<file path="config.mk">
export PLATFORM = sky130hd
export DESIGN_NAME = bus_cycle_seq
export DESIGN_NICKNAME = d
export VERILOG_FILES = /design/src/rtl/bus_cycle_seq.sv
export SDC_FILE = /design/constraint.sdc
export NUM_CORES = 1
export LEC_CHECK = 0
export ABC_CLOCK_PERIOD_IN_PS = 2800
export CAP_MARGIN = 20
export CELL_PAD_IN_SITES_DETAIL_PLACEMENT = 0
export CELL_PAD_IN_SITES_GLOBAL_PLACEMENT = 1
export CORE_MARGIN = 2
export CORE_UTILIZATION = 49
export CTS_BUF_LIST = sky130_fd_sc_hd__clkbuf_8
export DETAILED_ROUTE_END_ITERATION = 6
export DONT_BUFFER_PORTS = 1
export PLACE_DENSITY = 0.91
export SLEW_MARGIN = 20
export SYNTH_ARGS = -nofsm -noshare
export SYNTH_HDL_FRONTEND = slang
export SYNTH_SLANG_ARGS = --single-unit
</file>
<file path="constraint.sdc">
create_clock -name clk -period 2.8 [get_ports clk]
set_clock_uncertainty 0.15 [all_clocks]
set_input_delay 0 -clock clk [delete_from_list [all_inputs] [get_ports clk]]
set_output_delay 0 -clock clk [all_outputs]
set_load 0.05 [all_outputs]
</file>
<file path="src/rtl/bus_cycle_seq.sv">
module bus_cycle_seq #(
  parameter int WS_W   = 6,
  parameter int BEAT_W = 4,
  parameter int CFG_W  = 32
) (
  input  logic              clk,
  input  logic              rst_n,
  input  logic              req_valid,
  input  logic              req_write,
  input  logic              req_burst,
  input  logic [BEAT_W-1:0] req_beats,
  input  logic [CFG_W-1:0]  cfg_word,
  output logic              ready,
  output logic              xfer_strobe,
  output logic              cs_n,
  output logic              addr_valid,
  output logic              data_drive,
  output logic              xfer_ack
);
  localparam int PWS_LO = 0;
  localparam int SWS_LO = WS_W;
  localparam int SEN_B  = 2 * WS_W;
  localparam int EXT_B  = SEN_B + 1;
  localparam int SET_LO = SEN_B + 2;
  localparam int RDH_LO = SEN_B + 4;
  localparam int WRH_LO = SEN_B + 6;
  localparam int AA_B   = SEN_B + 8;

  typedef enum logic [1:0] {S_IDLE, S_SETUP, S_BEAT, S_HOLD} phase_t;

  phase_t            state;
  logic [WS_W-1:0]   cnt;
  logic [BEAT_W-1:0] beats_left;
  logic [WS_W-1:0]   pri_q, sec_q;
  logic              sec_en_q, ext_q, wr_q, strb_q;
  logic [2:0]        hold_q;

  wire             accept   = req_valid && (state == S_IDLE);
  wire [WS_W-1:0]  c_pri    = cfg_word[PWS_LO +: WS_W];
  wire [WS_W-1:0]  c_sec    = cfg_word[SWS_LO +: WS_W];
  wire [1:0]       c_set    = cfg_word[SET_LO +: 2];
  wire [1:0]       c_rdh    = cfg_word[RDH_LO +: 2];
  wire [1:0]       c_wrh    = cfg_word[WRH_LO +: 2];
  wire [2:0]       hold_in  = req_write ? ({1'b0, c_wrh} + 3'd1)
                                        : ({1'b0, c_rdh} + {2'b0, cfg_word[AA_B]});
  wire [BEAT_W-1:0] beats_in = (!req_burst || req_beats == '0) ? BEAT_W'(1) : req_beats;
  wire             beat_end = (state == S_BEAT) && (cnt == '0);
  wire             last     = beats_left == BEAT_W'(1);

  always_ff @(posedge clk or negedge rst_n) begin
    if (!rst_n) begin
      state      <= S_IDLE;
      cnt        <= '0;
      beats_left <= '0;
      pri_q      <= '0;
      sec_q      <= '0;
      sec_en_q   <= 1'b0;
      ext_q      <= 1'b0;
      wr_q       <= 1'b0;
      hold_q     <= '0;
    end else begin
      case (state)
        S_IDLE: if (accept) begin
          state      <= S_SETUP;
          cnt        <= WS_W'(c_set);
          beats_left <= beats_in;
          pri_q      <= c_pri;
          sec_q      <= c_sec;
          sec_en_q   <= cfg_word[SEN_B];
          ext_q      <= cfg_word[EXT_B];
          wr_q       <= req_write;
          hold_q     <= hold_in;
        end
        S_SETUP: begin
          if (cnt == '0) begin
            state <= S_BEAT;
            cnt   <= pri_q;
          end else cnt <= cnt - 1'b1;
        end
        S_BEAT: begin
          if (beat_end) begin
            if (last) begin
              if (hold_q == '0) state <= S_IDLE;
              else begin
                state <= S_HOLD;
                cnt   <= WS_W'(hold_q - 3'd1);
              end
            end else begin
              beats_left <= beats_left - 1'b1;
              cnt        <= sec_en_q ? sec_q : pri_q;
            end
          end else cnt <= cnt - 1'b1;
        end
        S_HOLD: begin
          if (cnt == '0) state <= S_IDLE;
          else cnt <= cnt - 1'b1;
        end
        default: state <= S_IDLE;
      endcase
    end
  end

  always_ff @(posedge clk or negedge rst_n) begin
    if (!rst_n)                                strb_q <= 1'b0;
    else if (accept)                           strb_q <= 1'b1;
    else if (strb_q && (!ext_q || state == S_BEAT)) strb_q <= 1'b0;
  end

  assign ready       = state == S_IDLE;
  assign xfer_strobe = strb_q;
  assign cs_n        = state != S_BEAT;
  assign addr_valid  = state != S_IDLE;
  assign data_drive  = wr_q && (state == S_BEAT || state == S_HOLD);
  assign xfer_ack    = beat_end;
endmodule


</file>
==> results.sh <==
export IMPL_run_status="finished, violations left"
export IMPL_violations_in_the_final_reports="hold timing"
export IMPL_number_of_nets_in_the_finished_design=284
export IMPL_power_frac_comb_pct=47.6
export IMPL_total_switching_power_w=0.00108
export IMPL_synth_cells_most_frequent="dfrtp_1 (31), a21oi_1 (18), mux2_2 (14), nand2_1 (14), o21ai_0 (13)"
export IMPL_clkSinkCount=31
export IMPL_postSynthAreaPerCell_um2=9.72
export IMPL_internal_power_summed_over_all_cells_w=0.00156
export IMPL_first_global_vias=1736
export IMPL_placement_io_buffers=0
export IMPL_crit_slowest_cell="dlygate4sd3_1"
export IMPL_clockBufferDepth=2
export IMPL_fmaxAchievable_mhz=371
export IMPL_synth_edf_count=0
export IMPL_critical_path_startpoint_type="flip-flop"
export IMPL_place_hpwl_um=3140
export IMPL_number_of_buffer_and_inverter_instances_along_the_worst_setup_path=3
export IMPL_vias_per_cell=5.90
export IMPL_maxSlewViolCount=0
export IMPL_ios=47
export IMPL_synth_most_common_cell="dfrtp_1"
export IMPL_synth_area_top_cells="dfrtp_1 (42%), mux2_2 (8.5%), ha_1 (5.4%)"
export IMPL_crit_family="buffers and inverters"
export IMPL_reported_max_cap_violation_count=0
export IMPL_die_height_um=65.7
export IMPL_floorplan_die_area_mm2=0.00432
export IMPL_grt_overflow=0
export IMPL_worstSetupEndpointType="flip-flop"
export IMPL_power_ir_vdd_worst_v=0.000591
export IMPL_period_minus_slack_ps=2690
export IMPL_finalCritPeriodShare_pct=96.2
export IMPL_route_detailed_wl_per_inst_um=16.7
export IMPL_synth_main_ff_cell="dfrtp_1"
export IMPL_hold_path_class="primary input to async pin"
export IMPL_start_util_pct=51.0
export IMPL_initial_antenna_violation_count=0
export IMPL_yosys_warnings=0
export IMPL_worstSkewPairLatency_ps=290
export IMPL_pwr_density_cell_mw_per_mm2=1070
export IMPL_power_switching_share_pct=40.8
export IMPL_synthArstFlopShare_pct=100
export IMPL_gpl_final_weighted_congestion=0.860
export IMPL_route_final_wire_length_um=4750
export IMPL_syn_num_nets=241
export IMPL_rsz0062_at_grt="false"
export IMPL_num_antenna_cells=0
export IMPL_path_cells="inv_1 -> ha_1 -> nor2b_1 -> buf_4 -> and2_2 -> nand2_1 -> a221o_1 -> a32o_1 -> dlygate4sd3_1"
export IMPL_ys_seq_area_share_pct=41.6
export IMPL_netlist_cell_type_count=48
export IMPL_cts_max_level=2
export IMPL_synth_largest_area_cell="dfrtp_1"
export IMPL_fp_row_count=22
export IMPL_setup_viol_count_final=0
export IMPL_drive_above_1_share_pct=16.1
export IMPL_clk_transition_reported_paths_ps=70
export IMPL_ys_seq_elements=31
export IMPL_synth_cell_area_mm2=0.00187
export IMPL_finalHoldWorstSlack_ps=-13.1
export IMPL_synth_largest_type_area_fraction_pct=41.6
export IMPL_slew_margin_rel_pct=60.3
export IMPL_starting_drt_drc_count=60
export IMPL_max_stage_delay_ps=550
export IMPL_buffer_cell_driving_the_clock_tree_root="clkbuf_8"
export IMPL_cts_setup_buffers=0
export IMPL_timing_worst_setup_path_type="flip-flop to flip-flop"
export IMPL_design_core_area_mm2=0.00366
export IMPL_wire_length_of_the_first_global_routing_pass_um=8010
export IMPL_worstMarginPinSlew_ps=595
export IMPL_power_share_clock_pct=17.7
export IMPL_dpl_cell_count=238
export IMPL_path_max_fanout=10
export IMPL_tns_ps=0
export IMPL_grt_usage_pct=24.6
export IMPL_maximum_number_of_pins_on_one_net_before_global_route_repair=32
export IMPL_routed_via_count=1676
export IMPL_area_growth_syn_to_layout_pct=31.7
export IMPL_final_core_utilization_pct=67.1
export IMPL_drc=0
export IMPL_static_leakage_power_nw=1.05
export IMPL_sequential_group_share_of_total_power_pct=34.6
export IMPL_tritoncts_clock_tree="built"
export IMPL_floorplan_die_width_um=65.7
export IMPL_required_ps=2830
export IMPL_syn_inst=192
export IMPL_cts_buffers_inserted=5
export IMPL_remaining_antenna_violation_count=0
export IMPL_arrival_ps=2730
export IMPL_firstDrtPassIters=4
export IMPL_instances_no_fill=284
export IMPL_report_final_hold_viol_count=10
==> power groups by stage <==
| stage | logic, W | clock network [W] | registers, W |
|---|---|---|---|
| 2_1_floorplan | 0.000935 | 0 | 0.000807 |
| 3_3_place_gp | 0.00106 | 0 | 0.000893 |
| 3_5_place_dp | 0.00109 | 0 | 0.000911 |
| 4_1_cts | 0.00122 | 0.000466 | 0.000901 |
| 5_1_grt | 0.00139 | 0.000491 | 0.000951 |
| 6_report | 0.00126 | 0.000468 | 0.000915 |
==> sequential cells by signal, summed over array words and instances, names as in the netlist <==
name and flops:
xfer_strobe 1, wr_q 1, cnt 6, hold_q 3, ext_q 1, state 2
beats_left 4, sec_en_q 1, pri_q 6, sec_q 6
==> final cells by class <==
class / instances / area [um2]
multi-input cells: 140 / 1020
clock buffers: 6 / 82.6
repair buffers: 45 / 443
inverters: 12 / 45.0
fillers: 251 / 1200
clock inverters: 2 / 35.0
well taps: 48 / 60.1
flip-flops and latches: 31 / 776
==> kinds of logic (layout without fill, tap and decap cells) <==
kind of cell	after synthesis	in the layout	share of synthesized area, %
adders and majority gates	8	8	5.37
muxes	19	19	11.2
AOI/OAI and AO/OA	57	57	19.7
and+or+nand+nor	54	54	16.5
xor gates and xnor gates	2	2	0.939
buffers and inverters	21	65	4.76
DFF	31	31	41.6
==> path summary, 6_finish.rpt <==
| path | start | end | slack [ps] | cells past startpoint |
|---|---|---|---|---|
| setup / recovery | cnt[0] | cnt[0] | 110 | 9 |
| max in group asynchronous | rst_n | xfer_strobe | 2330 | 2 |
| setup reg to reg | cnt[0] | cnt[0] | 110 | 9 |
| hold / removal | rst_n | cnt[1] | -10 | 2 |
| min in group clk | req_burst | beats_left[0] | 40 | 3 |
| hold reg to reg | sec_q[1] | sec_q[1] | 360 | 1 |
==> repair_timing <==
action,in CTS,in global routing
resized for setup,0,3
hold endpoints to repair,59,0
endpoints found under the setup margin,0,3
hold buffers,38,0
==> layout by cell type, fill, tap and decap left out, types with 2 or more instances in the layout <==
cell           count
dfrtp_1           31
inv_1             11
mux2i_1            4
nor2b_1            8
nor3_1             3
buf_4              7
o21a_1             2
ha_1               8
and2_1             2
a21oi_1           18
o21ai_0           13
dlygate4sd3_1     37
nand2b_1           2
a22o_1             2
nand2_1           14
a211oi_1           5
a32o_1             3
nor2_1             8
nand3_1            4
clkbuf_8           6
a31oi_1            3
mux2_2            14
nor3b_1            2
==> stage by stage <==
stage / area [um2] / total power, W / setup WS [ps]
final: 2460 / 0.00264 / 105
after global routing: 2460 / 0.00283 / 4.07
after detailed placement: 1930 / 0.00200 / 591
after floorplan: 1870 / 0.00174 / 479
after global placement: 1930 / 0.00195 / 652
after CTS: 2440 / 0.00259 / 52.7
==> metal layers <==
metal | global-route usage (%) | vias up | share of wire [%] | wire, um
met3 | 5.82 | 8 | 5.3 | 251
li1 | - | 783 | - | -
met2 | 42.2 | 63 | 52 | 2470
met5 | 0 | - | 0 | 0
met1 | 29.7 | 822 | 41 | 1950
met4 | 9.64 | 0 | 1.6 | 75
==> worst register-to-register path, cell delays in order, from the launching register on <==
cell and delay, ps:
dfrtp_1 390, inv_1 80, ha_1 220, nor2b_1 150, buf_4 180, and2_2 210, nand2_1 60, a221o_1 340
a32o_1 250, dlygate4sd3_1 550
Note: power is estimated with default switching activity, not from simulation.
